`src/rtl/pulse_link_pkg.sv`:
```
package pulse_link_pkg;

    // Classified pulse event for one sampled clock edge
    typedef enum logic [1:0] {
        EV_IDLE  = 2'd0,
        EV_SET   = 2'd1,
        EV_CLR   = 2'd2,
        EV_CLASH = 2'd3
    } pulse_ev_e;

    function automatic logic ev_is_accepted(input pulse_ev_e ev);
        return (ev == EV_SET) || (ev == EV_CLR);
    endfunction

endpackage

```
`src/rtl/pulse_event_decoder.sv`:
```
module pulse_event_decoder
    import pulse_link_pkg::*;
(
    input  logic      set_pulse,
    input  logic      reset_pulse,
    output pulse_ev_e ev,
    output logic      accepted
);

    always_comb begin
        unique case ({reset_pulse, set_pulse})
            2'b01:   ev = EV_SET;
            2'b10:   ev = EV_CLR;
            2'b11:   ev = EV_CLASH;
            default: ev = EV_IDLE;
        endcase
        accepted = ev_is_accepted(ev);
    end

endmodule

```
`src/rtl/level_holder.sv`:
```
module level_holder
    import pulse_link_pkg::*;
(
    input  logic      clk,
    input  logic      rst,
    input  pulse_ev_e ev,
    output logic      level
);

    typedef struct packed {
        logic level;
    } hold_state_t;

    hold_state_t hold_d, hold_q;

    always_comb begin
        hold_d = hold_q;
        case (ev)
            EV_SET:  hold_d.level = 1'b1;
            EV_CLR:  hold_d.level = 1'b0;
            default: hold_d.level = hold_q.level;
        endcase
    end

    always_ff @(posedge clk) begin
        if (rst) hold_q <= '{level: 1'b1};
        else     hold_q <= hold_d;
    end

    assign level = hold_q.level;

endmodule

```
`src/rtl/link_watchdog.sv`:
```
module link_watchdog #(
    parameter int TIMEOUT_CYCLES = 1250
) (
    input  logic clk,
    input  logic rst,
    input  logic kick,
    output logic expired
);

    localparam int CNT_W = (TIMEOUT_CYCLES > 2) ? $clog2(TIMEOUT_CYCLES) : 1;
    localparam logic [CNT_W-1:0] LIMIT = CNT_W'(TIMEOUT_CYCLES - 1);

    typedef struct packed {
        logic [CNT_W-1:0] cnt;
        logic             expired;
    } wd_state_t;

    wd_state_t wd_d, wd_q;

    always_comb begin
        wd_d = wd_q;
        if (kick) begin
            wd_d.cnt     = '0;
            wd_d.expired = 1'b0;
        end else if (!wd_q.expired) begin
            if (wd_q.cnt == LIMIT) wd_d.expired = 1'b1;
            else                   wd_d.cnt     = wd_q.cnt + 1'b1;
        end
    end

    always_ff @(posedge clk) begin
        if (rst) wd_q <= '{cnt: '0, expired: 1'b1};
        else     wd_q <= wd_d;
    end

    assign expired = wd_q.expired;


    expiry_at_limit_chk: assert property (@(posedge clk) disable iff (rst)
        $rose(wd_q.expired) |-> ($past(wd_q.cnt) == LIMIT));


    cnt_in_range_chk: assert property (@(posedge clk) disable iff (rst)
        wd_q.cnt <= LIMIT);

endmodule

```
`src/rtl/pulse_link_receiver.sv`:
```
module pulse_link_receiver
    import pulse_link_pkg::*;
#(
    parameter int TIMEOUT_CYCLES = 1250
) (
    input  logic clk,
    input  logic rst,
    input  logic set_pulse,
    input  logic reset_pulse,
    output logic data_out,
    output logic link_ok
);

    pulse_ev_e ev;
    logic      accepted;
    logic      level;
    logic      expired;

    pulse_event_decoder u_dec (
        .set_pulse   (set_pulse),
        .reset_pulse (reset_pulse),
        .ev          (ev),
        .accepted    (accepted)
    );

    level_holder u_hold (
        .clk   (clk),
        .rst   (rst),
        .ev    (ev),
        .level (level)
    );

    link_watchdog #(.TIMEOUT_CYCLES(TIMEOUT_CYCLES)) u_wd (
        .clk     (clk),
        .rst     (rst),
        .kick    (accepted),
        .expired (expired)
    );

    assign data_out = level | expired;
    assign link_ok  = ~expired;


    set_high_chk: assert property (@(posedge clk) disable iff (rst)
        (set_pulse && !reset_pulse) |=> data_out);


    clr_low_chk: assert property (@(posedge clk) disable iff (rst)
        (reset_pulse && !set_pulse) |=> !data_out);


    idle_hold_chk: assert property (@(posedge clk) disable iff (rst)
        (!set_pulse && !reset_pulse && link_ok) |=> (!link_ok || $stable(data_out)));


    clash_dropped_chk: assert property (@(posedge clk) disable iff (rst)
        (set_pulse && reset_pulse && !link_ok) |=> (!link_ok && data_out));


    pulse_revives_chk: assert property (@(posedge clk) disable iff (rst)
        (set_pulse != reset_pulse) |=> link_ok);


    forced_high_chk: assert property (@(posedge clk) disable iff (rst)
        !link_ok |-> data_out);

endmodule

```
`config.mk`:
```
export PLATFORM = sky130hd
export DESIGN_NAME = pulse_link_receiver
export DESIGN_NICKNAME = d
export VERILOG_FILES = /design/src/rtl/pulse_link_pkg.sv /design/src/rtl/pulse_event_decoder.sv /design/src/rtl/level_holder.sv /design/src/rtl/link_watchdog.sv /design/src/rtl/pulse_link_receiver.sv
export SDC_FILE = /design/constraint.sdc
export NUM_CORES = 1
export LEC_CHECK = 0
export CAP_MARGIN = 5
export CORE_MARGIN = 5
export CORE_UTILIZATION = 35
export DETAILED_ROUTE_END_ITERATION = 10
export SYNTH_ARGS = -nofsm -noshare
export SYNTH_HDL_FRONTEND = slang
export SYNTH_SLANG_ARGS = --single-unit
export TNS_END_PERCENT = 1
```
`constraint.sdc`:
```
create_clock -name clk -period 1.67 [get_ports clk]
set_input_delay 0.334 -clock clk [delete_from_list [all_inputs] [get_ports clk]]
set_output_delay 0.334 -clock clk [all_outputs]
set_load 0.02 [all_outputs]
```
==> reports/metrics.cfg, run 1 <==
[setup_path]
critical_path.max_stage_delay_ns=0.49
crit_buf_inv=1
r2r_slack_ns=-0.03
reg2reg_depth=5
path_cells=inv_2 > ha_4 > or4b_4 > o31ai_4 > mux2_4
arrival_ns=1.88
slowest_stage=or4b_4
startpoint_type=flip-flop
required_ns=1.85
r2r_end=u_wd.wd_q[2]
path_max_fanout=4
crit_family=simple AND/OR/NAND/NOR gates
critPathKind=reg2reg
regToRegStartpoint=u_wd.wd_q[2]
critPathCaptureType=flip-flop

[sta]
max-slew-margin-rel=0.742
min_period_over_period=1.02
rsz0062_at_grt=yes
period_minus_slack_ns=1.70
tightest_slew_ns=0.382
maxSlewViolCount=0
fin_skew_ns=0.00349
fmax_mhz=589
whs_ns=0.472
setup_viol=1
final.setup.tns_ns=-0.0279
setup_ws_ns=-0.0279
hold_viol_final=0

[global_routing]
grt-ovfl-total=0
grt_util_all_layers=0.124
grt_pass1_wl_um=2630
grt_pass1_vias=594
grt_start_max_net_pins=12
antenna_found_initial=0

[drt]
wl_per_cell_um=12.6
via_count=661
viasPerCell=5.29
drt_drc_violations_left=0
drtIter0Drc=19
dr.pass1.iters=4
drtAntennaViolNets=0
routed_wl_um=1570

[clock_network]
htreeDepth=1
cts_root_buf=clkbuf_4
cts_tree=built
cts_buffer_depth=2
clkSinkCount=13
cts-buffers-inserted=3
insertion_delay_ns=0.28
hold_buffers=0
cts.clk_slew.worst_paths_ns=0.08

[logic_synthesis]
synth-compound-area-share=0.163
netlist_area_um2=697
synthMuxAreaShare=0.0449
ys_warn_count=0
synth_fp_nets=87
yosys.area_share.simple=0.303
ys_ff_latch=13
synthAdderAreaFrac=0.0539
synth.avg_cell_area_um2=8.71
ys_types=30
yosysSeqAreaShare=0.373
synth-xor-area-share=0.0126
synth_top_family_by_area=simple AND/OR/NAND/NOR gates
syn_inst=80

[layout]
finish.utilization=0.480
fin_nets=106
synthToLayoutAreaGrowth_pct=32.3
antenna_cells=0
fin_cells=125
layout-drive-gt1-share=0.265
final_cell_mix=11 x buf_4, 11 x dfxtp_1, 5 x inv_1, 5 x or4_1, 5 x a21oi_1

[min_path]
hp-class=reg2reg
hold_start=u_wd.wd_q[11]
min_to=u_wd.wd_q[11]
hold_depth=2

[floorplan]
die_w_um=54.6
dieArea_um2=2980
start_util=0.363
fp.dieH_um=54.6
io_pins=6
core_area_um2=1920
rows=16

[power_and_ir_drop]
p_leak_nw=0.324
power.switching_w=0.000166
combPwrFrac=0.168
pwr-share-clk=0.322
power_density_nw_per_um2=692
sw_frac_of_total=0.260
p_seq_frac=0.510
irDropWorstVdd_uv=416
p_int_w=0.000472

[placed_design]
gpl.final_weighted_congestion=0.802
dp_cells=120
io_buffers=5
dpl.hpwl_um=1110
post-place-ws_ns=-0.229

[run_status]
status=finished with violations
violations=setup timing

[flow_run]
cap_violations=0

[sequential cells by signal (all words and copies together), names as in the netlist]
name          count
u_hold.level      1
u_wd.wd_q        11
u_wd.expired      1
[per-stage QoR]
step                      cell area, um^2  total power [W]
final                                 922         0.000638
after global routing                  922         0.000665
after CTS                             877         0.000629
after floorplan                       698         0.000380
after global placement                853         0.000427
after detailed placement              853         0.000429
[cell families after synthesis]
kind of cell    Yosys count
fa+ha+maj                 3
flops                    13
mux                       3
buf+inv                   9
xor+xnor                  1
compound gates           17
simple gates             34
[power by group through the flow]
stage	Sequential, W	Clock [W]	Combinational, W
after floorplan	0.000332	0	0.0000477
after global placement	0.000331	0	0.0000961
after detailed placement	0.000331	0	0.0000976
after CTS	0.000324	0.000210	0.0000957
after global routing	0.000327	0.000222	0.000115
final	0.000326	0.000206	0.000107
[synth_stat cells, drive strengths merged]
cell type | number | share of area
nor4 | 1 | 0.0090
ha | 3 | 0.054
o31ai | 5 | 0.061
nor2 | 3 | 0.016
a2bb2oi | 1 | 0.013
a21oi | 5 | 0.036
or3 | 2 | 0.018
clkbuf | 3 | 0.016
o21a | 2 | 0.022
or3b | 1 | 0.013
nand2 | 4 | 0.022
nand3b | 2 | 0.022
o21ai | 3 | 0.022
nand4b | 1 | 0.013
mux2i | 2 | 0.029
or4b | 1 | 0.020
nand4 | 1 | 0.0090
inv | 6 | 0.032
or2 | 1 | 0.0090
xor2 | 1 | 0.013
a21o | 1 | 0.011
nor2b | 1 | 0.0090
nand2b | 4 | 0.036
nor3 | 2 | 0.014
or4 | 5 | 0.054
nor4b | 1 | 0.013
mux2 | 1 | 0.016
nand3 | 4 | 0.029
dfxtp | 13 | 0.37
[worst reg2reg max path, delay by kind of cell, from the launching register on]
family / cells / cell delay, ns
fa+ha+maj: 1 / 0.11
buf+inv: 1 / 0.07
flops: 1 / 0.33
mux: 1 / 0.32
compound gates: 1 / 0.27
simple gates: 1 / 0.50
[worst max-delay path by stage]
| stage | end | depth (start not counted) | slack [ns] | startpoint |
|---|---|---|---|---|
| floorplan | u_wd.wd_q[2] | 5 | 0.02 | u_wd.wd_q[2] |
| global placement | u_wd.wd_q[3] | 6 | -0.18 | set_pulse |
| detailed placement | u_wd.wd_q[3] | 6 | -0.23 | set_pulse |
| CTS | u_wd.wd_q[2] | 5 | -0.06 | u_wd.wd_q[2] |
| global route | u_wd.wd_q[2] | 5 | -0.06 | u_wd.wd_q[2] |
| finish | u_wd.wd_q[2] | 5 | -0.03 | u_wd.wd_q[2] |
[final cells by class]
cell class / instances / area (um^2)
fillers: 207 / 1000
multi-input cells: 58 / 435
inverters: 6 / 22.5
well taps: 27 / 33.8
flip-flops and latches: 13 / 263
clock buffers: 4 / 26.3
repair buffers: 17 / 141
[layer usage]
metal	routed length [um]	global-route usage	up-vias	share of wire
met3	72	0.0327	4	0.046
li1	-	-	332	-
met4	21	0.0622	0	0.013
met2	730	0.185	18	0.46
met1	748	0.163	307	0.48
met5	0	0	-	0
[what timing repair did]
action,4_1_cts,5_1_grt
buffers inserted,0,1
cloned,0,0
setup endpoints to repair,3,6
pin swaps,0,2
resized for setup,2,9
Power figures use the tool's default switching activity.
==> run 2: changes to the inputs <==
- SETUP_SLACK_MARGIN: unset -> 0.3
==> run 2 against run 1 <==
  * Die area is the same
  * Via count decreased by 3.0%
  * Worst setup slack worse by 0.015 ns
  * Critical path depth unchanged
  * Fmax shrank 0.90%
  * Sequential power about the same
  * Critical endpoint unchanged
  * Count of clock-buffer cells in the layout unchanged
  * Final cell count decreased by 0.80%
  * Non-clock buffer count shrank 1
  * The run still ends with setup timing left
  * Wire length up 2.2%
  * First-iteration DRC count shrank 32%
  * Sequential share of layout area is 2.0 points lower
==> reports/metrics.cfg, run 2 (synthesis gave the netlist of run 1 again) <==
[drt]
viasPerCell=5.17
dr.pass1.iters=4
routed_wl_um=1610
drt_drc_violations_left=0
drtAntennaViolNets=0
drtIter0Drc=13
wl_per_cell_um=13.0
via_count=641

[floorplan]
start_util=0.363
io_pins=6
core_area_um2=1920
rows=16
fp.dieH_um=54.6
die_w_um=54.6
dieArea_um2=2980

[flow_run]
cap_violations=0

[run_status]
violations=setup timing
status=finished with violations

[clock_network]
clkSinkCount=13
cts.clk_slew.worst_paths_ns=0.08
cts-buffers-inserted=3
cts_tree=built
cts_root_buf=clkbuf_4
insertion_delay_ns=0.27
htreeDepth=1
cts_buffer_depth=2

[placed_design]
post-place-ws_ns=-0.209
dp_cells=119
gpl.final_weighted_congestion=0.802
io_buffers=5
dpl.hpwl_um=1090

[layout]
fin_nets=105
layout-drive-gt1-share=0.433
final_common_cell=dfxtp_1
largest_register_ffs=11
seq_area_um2=267
final_cell_mix=10 x dfxtp_1, 9 x buf_4
antenna_cells=0
synthToLayoutAreaGrowth_pct=44.5
nFillCells=179
fin_cells=124
multi_input_area_um2=524
top_register=u_wd.wd_q

[sta]
period_minus_slack_ns=1.71
fmax_mhz=584
setup_ws_ns=-0.0434
min_period_over_period=1.03
tightest_slew_ns=0.402
hold_viol_final=0
fin_skew_ns=0.00247
rsz0062_at_grt=yes
max-slew-margin-rel=0.728
setup_viol=1
maxSlewViolCount=0

[power_and_ir_drop]
p_leak_nw=0.348
irDropWorstVdd_uv=418
pwr-share-clk=0.304
p_seq_frac=0.509
power_density_nw_per_um2=637
combPwrFrac=0.187
power.switching_w=0.000165
p_int_w=0.000477
sw_frac_of_total=0.257

[setup_path]
startpoint_type=flip-flop
required_ns=1.83
path_max_fanout=4
critPathCaptureType=flip-flop
slowest_stage=or4b_4
critPathKind=reg2reg
path_cells=inv_2 > ha_4 > or4b_4 > o31ai_4 > mux2_4
critical_path.max_stage_delay_ns=0.50
arrival_ns=1.87

[global_routing]
grt_util_all_layers=0.123
grt_pass1_vias=634
grt_pass1_wl_um=2530
grt_start_max_net_pins=12
grt-ovfl-total=0
antenna_found_initial=0

[min_path]
hp-class=reg2reg

## run 2: cell types whose count changed in the layout (fill, tap and decap cells not counted), moves of 2 or more
cell / delta
buf_4: -2
nand2b_4: +2
ha_4: +2
ha_1: -2
a21oi_2: +4
clkdlybuf4s50_1: -2
buf_6: +2
or4_1: -4
or4_4: +4
a21oi_1: -4
## run 2: repair_timing
| action | 4_1_cts | 5_1_grt |
|---|---|---|
| pin swaps | 4 | 12 |
| hold buffers | 0 | 0 |
| setup endpoints to repair | 15 | 11 |
| resized for setup | 26 | 16 |
| hold endpoints to repair | 0 | 0 |
| setup buffers | 0 | 1 |
## run 2: critical path: cells and delay by family, from the launching register on
kind,cells,cell delay [ns]
and+or+nand+nor,1,0.50
DFF,1,0.33
muxes,1,0.32
AOI/OAI and AO/OA,1,0.27
adders and majority gates,1,0.12
buffers and inverters,1,0.07
## run 2: final cells by class
class                      instances  share of cell area
clock buffer                       4              0.0261
tap                               27              0.0335
timing repair buffer              16               0.133
multi-input combinational         58               0.520
sequential                        13               0.265
inverter                           6              0.0224
## run 2: path summary, 6_finish.rpt
kind                 start       endpoint  slack, ns  cells past startpoint
max           u_wd.wd_q[2]   u_wd.wd_q[2]      -0.04                      5
min          u_wd.wd_q[11]  u_wd.wd_q[11]       0.47                      2
max reg2reg   u_wd.wd_q[2]   u_wd.wd_q[2]      -0.04                      5
min reg2reg  u_wd.wd_q[11]  u_wd.wd_q[11]       0.47                      2
## run 2: layer usage
metal,track usage,part of all wire,vias to the layer above
met5,0,0,-
met2,0.195,0.50,4
met3,0.0409,0.022,2
met1,0.145,0.47,310
met4,0.0664,0.0075,0
li1,-,-,325
## run 2: power by group through the flow
stage / clock, W / combinational, W / sequential [W]
after global placement: 0 / 0.0000954 / 0.000331
after floorplan: 0 / 0.0000507 / 0.000332
after CTS: 0.000205 / 0.000110 / 0.000325
after global routing: 0.000223 / 0.000127 / 0.000328
final: 0.000195 / 0.000120 / 0.000327
after detailed placement: 0 / 0.0000970 / 0.000331
## run 2: metrics by stage
stage	util	total power [W]	cell area (um^2)	hold slack (ns)	TNS [ns]
after floorplan	-	0.000383	707	0.420	0
after global placement	0.445	0.000426	855	0.457	-0.483
after detailed placement	0.445	0.000428	855	0.460	-0.773
after CTS	0.493	0.000640	947	0.473	-0.0186
after global routing	0.524	0.000679	1010	0.502	-0.0961
final	0.524	0.000641	1010	0.471	-0.0434
==> run 3: changes to the inputs <==
- CORE_MARGIN: 5 -> unset
==> run 3 against run 2 <==
  * The flow still finishes with violations (setup timing)
  * Critical path type unchanged
  * Critical path depth stayed put
  * Count of clock-buffer cells in the layout stayed put
  * Total power shrank 0.31%
==> reports/metrics.cfg, run 3 (synthesis gave the netlist of run 1 again) <==
[layout]
nFillCells=174
final_cell_mix=9 x dfxtp_1, 8 x buf_4
largest_register_ffs=11
final_common_cell=dfxtp_1
top_register=u_wd.wd_q
fin_area_um2=1010
fin_cells=122
antenna_cells=0
multi_input_area_um2=517
synthToLayoutAreaGrowth_pct=45.2
seq_area_um2=270
fin_nets=105
layout-drive-gt1-share=0.402

[clock_network]
insertion_delay_ns=0.27
htreeDepth=1
clkSinkCount=13
cts_tree=built
cts-buffers-inserted=3
hold_buffers=0
cts_root_buf=clkbuf_4
cts.clk_slew.worst_paths_ns=0.07
cts_buffer_depth=2

[floorplan]
rows=15
start_util=0.387
die_w_um=46.6
io_pins=6
dieArea_um2=2170
fp.dieH_um=46.6
core_area_um2=1800

[power_and_ir_drop]
p_leak_nw=0.338
power_density_nw_per_um2=632
combPwrFrac=0.190
p_int_w=0.000480
pwr-share-clk=0.298
power.switching_w=0.000159
p_seq_frac=0.512
sw_frac_of_total=0.249
irDropWorstVdd_uv=400

[setup_path]
startpoint_type=flip-flop
critPathCaptureType=flip-flop
required_ns=1.83
crit_start=u_wd.wd_q[2]
critPathKind=reg2reg
arrival_ns=1.85
path_max_fanout=3
regToRegStartpoint=u_wd.wd_q[2]

[flow_run]
cap_violations=0

[drt]
viasPerCell=5.12
drtIter0Drc=9
via_count=625
drt_drc_violations_left=0
dr.pass1.iters=3
routed_wl_um=1580
drtAntennaViolNets=0
wl_per_cell_um=13.0

[run_status]
status=finished with violations
violations=setup timing

[global_routing]
grt_util_all_layers=0.174
grt_pass1_wl_um=2610
antenna_found_initial=0
grt-ovfl-total=0
grt_start_max_net_pins=12
grt_pass1_vias=594

[sta]
whs_ns=0.480
tightest_slew_ns=0.349
fin_skew_ns=0.00586
maxSlewViolCount=0
min_period_over_period=1.01
setup_viol=1
max-slew-margin-rel=0.764
setup_ws_ns=-0.0196
period_minus_slack_ns=1.69
rsz0062_at_grt=yes
fmax_mhz=592
hold_viol_final=0

[placed_design]
placed_cell_area_um2=845
post-place-ws_ns=-0.188
dp_cells=116
io_buffers=5
dpl.hpwl_um=1050
gpl.final_weighted_congestion=0.819

[min_path]
hold_start=u_wd.wd_q[11]
hp-class=reg2reg

## run 3: cell types whose count changed in the layout (fill, tap and decap cells not counted), moves of 2 or more
cell / delta
a21oi_1: +2
a21oi_2: -2
or4_1: +2
or4_4: -2
## run 3: power groups by stage
stage / Clock [W] / Sequential (W) / Combinational [W]
floorplan: 0 / 0.000332 / 0.0000507
global placement: 0 / 0.000331 / 0.0000943
detailed placement: 0 / 0.000331 / 0.0000943
CTS: 0.000203 / 0.000325 / 0.000115
global route: 0.000212 / 0.000328 / 0.000134
finish: 0.000191 / 0.000327 / 0.000122
## run 3: layout make-up
cell class | count | share of cell area
flip-flops and latches | 13 | 0.267
clock buffers | 4 | 0.0260
inverters | 6 | 0.0222
multi-input cells | 58 | 0.511
repair buffers | 16 | 0.143
well taps | 25 | 0.0309
## run 3: worst max-delay path, stage by stage (launching register included)
cell and delay (ns):
dfxtp_2 0.33, inv_2 0.07, ha_4 0.11, or4b_4 0.48, o31ai_4 0.25, mux2_4 0.33
## run 3: timing repair
action | 4_1_cts | 5_1_grt
setup endpoints to repair | 14 | 10
pin swaps | 7 | 12
buffers inserted | 2 | 0
resized for setup | 27 | 13
## run 3: layer usage
layer | global-route usage | wire length, um | vias to the layer above
met5 | 0 | 0 | -
met4 | 0.0800 | 26 | 0
met3 | 0.0706 | 32 | 4
met2 | 0.261 | 764 | 5
met1 | 0.215 | 760 | 289
li1 | - | - | 327
## run 3: final timing paths
kind / endpoint / slack (ns) / depth (start not counted)
max: u_wd.wd_q[2] / -0.02 / 5
min: u_wd.wd_q[11] / 0.48 / 2
max reg2reg: u_wd.wd_q[2] / -0.02 / 5
min reg2reg: u_wd.wd_q[11] / 0.48 / 2
## run 3: metrics by stage
stage / utilization / power [W] / TNS [ns]
2_1_floorplan: - / 0.000383 / 0
3_3_place_gp: 0.469 / 0.000426 / -0.361
3_5_place_dp: 0.469 / 0.000426 / -0.558
4_1_cts: 0.530 / 0.000643 / -0.0428
5_1_grt: 0.562 / 0.000674 / -0.108
6_report: 0.562 / 0.000640 / -0.0196
